File: config.mk
export PLATFORM = sky130hd
export DESIGN_NAME = uep0_hs_ctrl
export DESIGN_NICKNAME = d
export VERILOG_FILES = /design/src/rtl/uep0_pkg.sv /design/src/rtl/uep0_ctrl_reg.sv /design/src/rtl/uep0_decide.sv /design/src/rtl/uep0_hs_ctrl.sv
export SDC_FILE = /design/constraint.sdc
export NUM_CORES = 1
export LEC_CHECK = 0
export ABC_AREA = 1
export BUFFER_PORTS_ARGS = -buffer_cell sky130_fd_sc_hd__buf_4
export CAP_MARGIN = 20
export CORE_MARGIN = 2
export CORE_UTILIZATION = 48
export DETAILED_ROUTE_END_ITERATION = 6
export PLACE_DENSITY = 0.81
export SETUP_SLACK_MARGIN = 0.3
export SLEW_MARGIN = 15
export SYNTH_ARGS = -nofsm -noshare
export SYNTH_HDL_FRONTEND = slang
export SYNTH_HIERARCHICAL = 1
export SYNTH_SLANG_ARGS = --single-unit
export TNS_END_PERCENT = 1
File: constraint.sdc
create_clock -name clk -period 1.8 [get_ports clk]
set_input_delay 0.18 -clock clk [delete_from_list [all_inputs] [get_ports clk]]
set_output_delay 0.18 -clock clk [all_outputs]
set_load 0.02 [all_outputs]
File: src/rtl/uep0_pkg.sv
package uep0_pkg;
  typedef enum logic [1:0] {
    TOK_NONE  = 2'b00,
    TOK_IN    = 2'b01,
    TOK_OUT   = 2'b10,
    TOK_SETUP = 2'b11
  } tok_kind_t;

  typedef enum logic [1:0] {
    HS_GO    = 2'b00,
    HS_NAK   = 2'b01,
    HS_STALL = 2'b10
  } hs_code_t;
endpackage

File: src/rtl/uep0_ctrl_reg.sv
module uep0_ctrl_reg #(
  parameter int CNT_W = 4,
  localparam int BYTE_W = CNT_W + 4
) (
  input  logic              clk,
  input  logic              rst,
  input  logic              wr_en,
  input  logic [BYTE_W-1:0] wr_data,
  input  logic              stall_clr,
  output logic [BYTE_W-1:0] ctrl_q
);
  localparam int STALL_B = BYTE_W - 2;
  localparam int SEQ_B   = BYTE_W - 1;

  logic [BYTE_W-1:0] ctrl_d;

  always_comb begin
    ctrl_d = ctrl_q;
    if (wr_en) ctrl_d = wr_data;
    if (stall_clr) ctrl_d[STALL_B] = 1'b0;   // hardware clear wins over write
  end

  always_ff @(posedge clk) begin
    if (rst) ctrl_q <= '0;
    else     ctrl_q <= ctrl_d;
  end

  AST_RESET_CLEARS: assert property (@(posedge clk) rst |=> ctrl_q == '0);
  AST_SEQ_SW_ONLY: assert property (@(posedge clk) disable iff (rst)
    !wr_en |=> ctrl_q[SEQ_B] == $past(ctrl_q[SEQ_B]));
  AST_SETUP_CLEARS: assert property (@(posedge clk) disable iff (rst)
    stall_clr |=> !ctrl_q[STALL_B]);
  AST_WRITE_WITH_CLEAR: assert property (@(posedge clk) disable iff (rst)
    (wr_en && stall_clr) |=> ctrl_q[SEQ_B] == $past(wr_data[SEQ_B]));
endmodule

File: src/rtl/uep0_decide.sv
module uep0_decide
  import uep0_pkg::*;
#(
  parameter int CNT_W = 4,
  localparam int BYTE_W = CNT_W + 4
) (
  input  logic              clk,
  input  logic              rst,
  input  logic              tok_valid,
  input  logic [1:0]        tok_kind,
  input  logic [BYTE_W-1:0] ctrl,
  input  logic              tx_full,
  input  logic              rx_full,
  output logic              hs_valid,
  output logic [1:0]        hs_code,
  output logic              hs_data1,
  output logic [CNT_W-1:0]  hs_count
);
  localparam int SEQ_B   = BYTE_W - 1;
  localparam int STALL_B = BYTE_W - 2;
  localparam int TXEN_B  = BYTE_W - 3;
  localparam int RXEN_B  = BYTE_W - 4;

  logic     tok_live;
  hs_code_t code_d;

  assign tok_live = tok_valid && (tok_kind != TOK_NONE);

  always_comb begin
    code_d = HS_GO;
    unique case (tok_kind)
      TOK_IN: begin
        if (ctrl[STALL_B])                  code_d = HS_STALL;
        else if (!ctrl[TXEN_B] || tx_full)  code_d = HS_NAK;
      end
      TOK_OUT: begin
        if (ctrl[STALL_B])                  code_d = HS_STALL;
        else if (!ctrl[RXEN_B] || rx_full)  code_d = HS_NAK;
      end
      default: code_d = HS_GO;
    endcase
  end

  always_ff @(posedge clk) begin
    if (rst) begin
      hs_valid <= 1'b0;
      hs_code  <= HS_GO;
      hs_data1 <= 1'b0;
      hs_count <= '0;
    end else begin
      hs_valid <= tok_live;
      if (tok_live) begin
        hs_code  <= code_d;
        hs_data1 <= ctrl[SEQ_B];
        hs_count <= ctrl[CNT_W-1:0];
      end
    end
  end

  AST_VALID_FOLLOWS: assert property (@(posedge clk) disable iff (rst)
    tok_live |=> hs_valid);
  AST_NO_SPURIOUS: assert property (@(posedge clk) disable iff (rst)
    !tok_live |=> !hs_valid);
  AST_STALL_WINS: assert property (@(posedge clk) disable iff (rst)
    (tok_live && tok_kind != TOK_SETUP && ctrl[STALL_B]) |=> hs_code == HS_STALL);
  AST_SETUP_GO: assert property (@(posedge clk) disable iff (rst)
    (tok_live && tok_kind == TOK_SETUP) |=> hs_code == HS_GO);
  AST_PID_TRACKS: assert property (@(posedge clk) disable iff (rst)
    tok_live |=> hs_data1 == $past(ctrl[SEQ_B]));
endmodule

File: src/rtl/uep0_hs_ctrl.sv
module uep0_hs_ctrl
  import uep0_pkg::*;
#(
  parameter int CNT_W = 4,
  localparam int BYTE_W = CNT_W + 4
) (
  input  logic              clk,
  input  logic              rst,
  input  logic              reg_wr,
  input  logic [BYTE_W-1:0] reg_wdata,
  output logic [BYTE_W-1:0] reg_rdata,
  input  logic              tok_valid,
  input  logic [1:0]        tok_kind,
  input  logic              tx_full,
  input  logic              rx_full,
  output logic              hs_valid,
  output logic [1:0]        hs_code,
  output logic              hs_data1,
  output logic [CNT_W-1:0]  hs_count
);
  logic [BYTE_W-1:0] ctrl_q;
  logic              setup_seen;

  assign setup_seen = tok_valid && (tok_kind == TOK_SETUP);
  assign reg_rdata  = ctrl_q;

  uep0_ctrl_reg #(.CNT_W(CNT_W)) u_reg (
    .clk       (clk),
    .rst       (rst),
    .wr_en     (reg_wr),
    .wr_data   (reg_wdata),
    .stall_clr (setup_seen),
    .ctrl_q    (ctrl_q)
  );

  uep0_decide #(.CNT_W(CNT_W)) u_dec (
    .clk       (clk),
    .rst       (rst),
    .tok_valid (tok_valid),
    .tok_kind  (tok_kind),
    .ctrl      (ctrl_q),
    .tx_full   (tx_full),
    .rx_full   (rx_full),
    .hs_valid  (hs_valid),
    .hs_code   (hs_code),
    .hs_data1  (hs_data1),
    .hs_count  (hs_count)
  );

  AST_CODE_LEGAL: assert property (@(posedge clk) disable iff (rst)
    hs_valid |-> hs_code != 2'b11);
endmodule

==> results.sh, run 1 <==
export IMPL_outcome="finished, final reports clean"
export IMPL_slew_viol_final=0
export IMPL_yosys_warnings=6
export IMPL_peakVddDrop_uv=550.4
export IMPL_syn_num_nets=122
export IMPL_routed_wirelength_um=1565
export IMPL_path_buf_inv=1
export IMPL_synth_cell_types=14
export IMPL_syn_area_um2=718.2
export IMPL_max_slew_margin_rel_pct=85.11
export IMPL_drive_gt1_share_pct=29.41
export IMPL_syn_inst=103
export IMPL_hp_class="input pin to flop"
export IMPL_path_clk_slew_ps=90
export IMPL_nFillCells=124
export IMPL_finalWeightedCongestion=0.7900
export IMPL_dpl_cell_area_um2=947.2
export IMPL_p_sw_uw=223.7
export IMPL_slowest_stage="dfxtp_1"
export IMPL_finalSetupViolations=0
export IMPL_async_flop_share_pct=0
export IMPL_path_cells="buf_4"
export IMPL_min_period_ps=1013
export IMPL_critPathTopFamily="flip-flops"
export IMPL_clock_skew_ps=0.7513
export IMPL_start_kind="flop"
export IMPL_drc=0
export IMPL_wl_per_cell_um=10.36
export IMPL_post_route_period_util_pct=56.30
export IMPL_worstPathMaxFanout=4
export IMPL_synth_edf_count=0
export IMPL_cts_tree="done"
export IMPL_postSynthAreaPerCell_um2=6.973
export IMPL_dr_pass1_iters=5
export IMPL_rows=13
export IMPL_grt_max_degree=17
export IMPL_seq_area_um2=320.3
export IMPL_cpPeakStageDelay_ps=390
export IMPL_initial_core_util_pct=53.20
export IMPL_cts_buffers=3
export IMPL_timing_setup_tns_ps=0
export IMPL_synth_seq_cells=16
export IMPL_core_um2=1350
export IMPL_combPwrFrac_pct=21.2
export IMPL_die_area_um2=1822
export IMPL_finalHoldViolCount=0
export IMPL_cp_arrival_ps=830
export IMPL_synth_commonest_cells="nor2_1 (28), nand2_1 (22), inv_1 (17)"
export IMPL_rsz0062_at_grt="false"
export IMPL_portBuffers=31
export IMPL_final_antenna_net_count=0
export IMPL_power_density_nw_per_um2=815.7
export IMPL_via_count=714
export IMPL_grt_pass1_wl_um=2559
export IMPL_yosysTopAreaCell="dfxtp_1"
export IMPL_synth_yosys_seq_area_share_pct=44.60
export IMPL_switching_share_pct=27.89
export IMPL_yosysTopAreaCellShare_pct=44.60
export IMPL_yosys_cell_count_top_type="nor2_1"
export IMPL_post_cts_resize_count=0
export IMPL_power_frac_clock_pct=29.5
export IMPL_cts_setup_buffers=0
export IMPL_cap_violations=0
export IMPL_die_w_um=42.68
export IMPL_synthTopCellsByArea="dfxtp_1 (45%), nor2_1 (15%), nand2_1 (11%), inv_1 (8.9%), ha_1 (5.2%)"
export IMPL_fmax_mhz=986.8
export IMPL_die_height_um=42.68
export IMPL_leakage_nw=0.5621
export IMPL_grtUsageTotal_pct=18.48
export IMPL_tightestPinTransition_ps=223.0
export IMPL_numClockSinks=16
export IMPL_htreeDepth=1
export IMPL_io_pins=32
export IMPL_grt_pass1_vias=597
export IMPL_critical_path_required_ps=1620
export IMPL_clockBufferDepth=2
export IMPL_crit_type="flop to primary output"
export IMPL_grt_ovfl_total=0
export IMPL_cp_end_kind="primary output"
export IMPL_postCtsHoldBufs=0
export IMPL_p_int_uw=578.5
export IMPL_clockRootBuffer="clkbuf_4"
export IMPL_antenna_found_initial=0
export IMPL_dp_hpwl_um=1166
export IMPL_ys_flop_type="dfxtp_1"
export IMPL_reg2reg_from="u_reg/ctrl_q[5]"
export IMPL_critPathLaunch="u_reg/ctrl_q[6]"
export IMPL_power_frac_seq_pct=49.3
export IMPL_insertion_delay_ps=280
export IMPL_viasPerCell=4.728
export IMPL_first_iter_violations=11
export IMPL_multiInputGateArea_um2=307.8
export IMPL_syn_to_final_growth_pct=36.93
export IMPL_fin_area_um2=983.4
export IMPL_hp_start="rst"
export IMPL_antennaDiodeCount=0
export IMPL_fin_nets=156
==> logic make-up (layout without fill, tap and decap cells) <==
group | Yosys count | after routing | share of synthesized area [%]
AO/OA/AOI/OAI | 10 | 10 | 7.317
adder cells (fa/ha/maj) | 3 | 3 | 5.227
buffers and inverters | 20 | 53 | 12.54
flip-flops | 16 | 16 | 44.60
AND/OR/NAND/NOR | 54 | 54 | 30.31
==> sequential cells by signal, summed over array words and instances (netlist names) <==
| name | cells |
|---|---|
| u_dec/hs_code | 2 |
| u_dec/hs_count | 4 |
| u_dec/hs_data1 | 1 |
| u_dec/hs_valid | 1 |
| u_reg/ctrl_q | 8 |
==> worst paths after layout <==
kind	to	slack [ps]	cells after the start
setup / recovery	reg_rdata[6]	790	1
hold reg to reg	u_reg/ctrl_q[5]	500	2
hold / removal	u_dec/hs_valid	80	2
setup reg to reg	u_dec/hs_code[0]	1040	5
==> power by group through the flow <==
stage | sequential (mW) | clock (mW) | combinational [mW]
after floorplan | 0.431 | 0 | 0.0673
after global routing | 0.398 | 0.262 | 0.187
after global placement | 0.403 | 0 | 0.165
after detailed placement | 0.403 | 0 | 0.169
after CTS | 0.395 | 0.242 | 0.171
final | 0.395 | 0.237 | 0.170
==> layer usage <==
metal	wire length, um	GRT usage, %	vias to the layer above
met2	749	28.48	29
met4	15	9.375	0
met3	96	3.830	2
met1	704	24.20	314
met5	0	0	-
li1	-	-	369
==> final cells by class <==
class	count	share of cell area (%)
clock buffers	4	3.690
inverters	18	6.870
multi-input cells	67	31.30
flip-flops and latches	16	32.57
well taps	15	1.908
repair buffers	31	23.66
==> cells in the final DEF (no fill, tap or decap), drive strengths merged <==
master	Yosys	final
a21oi	2	2
buf	2	31
clkbuf	0	4
dfxtp	16	16
ha	3	3
inv	18	18
nand2	23	23
nor2	31	31
o211ai	1	1
o21ai	7	7
==> stage by stage <==
step / hold slack, ps / setup slack (ps) / utilization [%] / total power [mW] / instances
4_1_cts: 70.35 / 779.7 / 72.85 / 0.8082 / 151
3_3_place_gp: 380.3 / 705.3 / 70.16 / 0.5681 / 147
3_5_place_dp: 380.1 / 656.0 / 70.16 / 0.5724 / 147
5_1_grt: 71.26 / 726.8 / 72.85 / 0.8478 / 151
2_1_floorplan: 252.4 / 869.7 / - / 0.4983 / 103
6_report: 82.74 / 786.6 / 72.85 / 0.8022 / 151
No activity file was read; power rests on OpenSTA's default activity.
==> run 2, diff against run 1 <==
CORE_ASPECT_RATIO = 0.75   (was unset)
CORE_UTILIZATION = 40   (was 48)
PLACE_DENSITY = 0.72   (was 0.81)
clock period = 0.9 ns   (was 1.8 ns; I/O delays follow)
==> results.sh, run 2 (same netlist as run 1, synthesis figures left out) <==
export IMPL_antennaDiodeCount=0
export IMPL_io_pins=32
export IMPL_finalSetupViolations=0
export IMPL_reg2reg_from="u_reg/ctrl_q[6]"
export IMPL_slew_viol_final=0
export IMPL_largest_reg_flops=8
export IMPL_grt_pass1_vias=547
export IMPL_regMostFlops="u_reg/ctrl_q"
export IMPL_cp_arrival_ps=770
export IMPL_path_cells="buf_6"
export IMPL_critPathLaunch="u_reg/ctrl_q[4]"
export IMPL_cap_violations=0
export IMPL_grt_ovfl_total=0
export IMPL_start_kind="flop"
export IMPL_cp_end_kind="primary output"
export IMPL_drc=0
export IMPL_core_um2=1708
export IMPL_clock_skew_ps=4.128
export IMPL_reg_top3="u_reg/ctrl_q x8, u_dec/hs_count x4, u_dec/hs_code x2"
export IMPL_path_clk_slew_ps=90
export IMPL_critPathTopFamily="flip-flops"
export IMPL_path_buf_inv=1
export IMPL_cts_buffers=3
export IMPL_multiInputGateArea_um2=380.4
export IMPL_fin_hold_ws_ps=-17.96
export IMPL_outcome="finished with violations"
export IMPL_routed_wirelength_um=1851
export IMPL_first_iter_violations=5
export IMPL_fin_nets=162
export IMPL_timing_setup_tns_ps=0
export IMPL_power_density_nw_per_um2=1350
export IMPL_htreeDepth=1
export IMPL_peakVddDrop_uv=1334
export IMPL_rows=13
export IMPL_numClockSinks=16
export IMPL_post_route_period_util_pct=95.16
export IMPL_cpPeakStageDelay_ps=360
export IMPL_grt_max_degree=17
export IMPL_min_period_ps=856.4
export IMPL_portBuffers=31
export IMPL_via_count=733
export IMPL_die_w_um=52.93
export IMPL_finalHoldViolCount=1
export IMPL_viasPerCell=4.470
export IMPL_wl_per_cell_um=11.29
export IMPL_grtUsageTotal_pct=16.09
export IMPL_cts_tree="done"
export IMPL_gr_usage_met1_pct=21.29
export IMPL_finalWeightedCongestion=0.7057
export IMPL_die_area_um2=2154
export IMPL_fmax_mhz=1168
export IMPL_most_common_layout_cells="nand2_1 (22), buf_6 (20), nor2_1 (16)"
export IMPL_syn_to_final_growth_pct=73.34
export IMPL_dr_pass1_iters=4
export IMPL_initial_core_util_pct=42.05
export IMPL_rsz0062_at_grt="true"
export IMPL_hp_class="input pin to flop"
export IMPL_hp_start="rst"
export IMPL_worstPathMaxFanout=3
export IMPL_place_inst=154
export IMPL_use_met2_pct=25.31
export IMPL_top_usage_layer="met2"
export IMPL_nFillCells=134
export IMPL_drive_gt1_share_pct=53.52
export IMPL_antenna_found_initial=0
export IMPL_final_antenna_net_count=0
export IMPL_critical_path_required_ps=810
export IMPL_max_slew_margin_rel_pct=83.59
export IMPL_grt_pass1_wl_um=2401
export IMPL_clockRootBuffer="clkbuf_4"
export IMPL_clockBufferDepth=2
export IMPL_insertion_delay_ps=280
export IMPL_slowest_stage="dfxtp_4"
export IMPL_crit_type="flop to primary output"
export IMPL_grt_util_met3_pct=5.839
export IMPL_seq_area_um2=345.3
export IMPL_violations="negative hold slack"
export IMPL_leakage_nw=0.6214
export IMPL_dp_hpwl_um=1168
export IMPL_die_height_um=40.70
export IMPL_tightestPinTransition_ps=245.5
export IMPL_final_common_cell="nand2_1"
export IMPL_finalNonFillerCells=164
## run 2: cell type report
class / instances / share of cell area, %
inverters: 18 / 7.437
repair buffers: 37 / 29.95
multi-input cells: 67 / 30.55
flip-flops and latches: 16 / 27.74
well taps: 22 / 2.211
clock buffers: 4 / 2.111
## run 2: routing by layer
metal  share of wire (%)  wire, um
met4                 1.0        19
met2                  50       923
met3                 4.6        86
met1                  44       821
met5                   0         0
## run 2: path summary, 6_finish.rpt
kind | endpoint | slack (ps) | cells past startpoint
worst max-delay path | reg_rdata[4] | 40 | 1
worst min-delay path | u_dec/hs_valid | -20 | 2
worst max register to register | u_dec/hs_code[0] | 120 | 4
worst min register to register | u_reg/ctrl_q[5] | 510 | 2
## run 2: repair_timing
item,CTS,global route
pin swaps,0,23
endpoints found under the hold margin,1,1
setup buffers,6,0
resized for setup,9,51
setup endpoints to repair,23,32
## run 2: power by group
group / total [mW] / internal, mW / switching (mW)
combinational: 0.486 / 0.247 / 0.239
clock: 0.391 / 0.172 / 0.219
sequential: 0.804 / 0.765 / 0.0394
total: 1.68 / 1.18 / 0.497
## run 2: per-stage QoR
step	setup WS (ps)	instance area (um2)	utilization, %	power [mW]	hold WS, ps
2_1_floorplan	169.5	759.5	-	1.007	162.4
3_3_place_gp	-38.71	997.2	58.39	1.156	293.7
3_5_place_dp	-67.82	997.2	58.39	1.162	287.5
4_1_cts	29.38	1085	63.52	1.589	-13.82
5_1_grt	-6.653	1245	72.89	1.790	-30.88
6_report	43.58	1245	72.89	1.681	-17.96
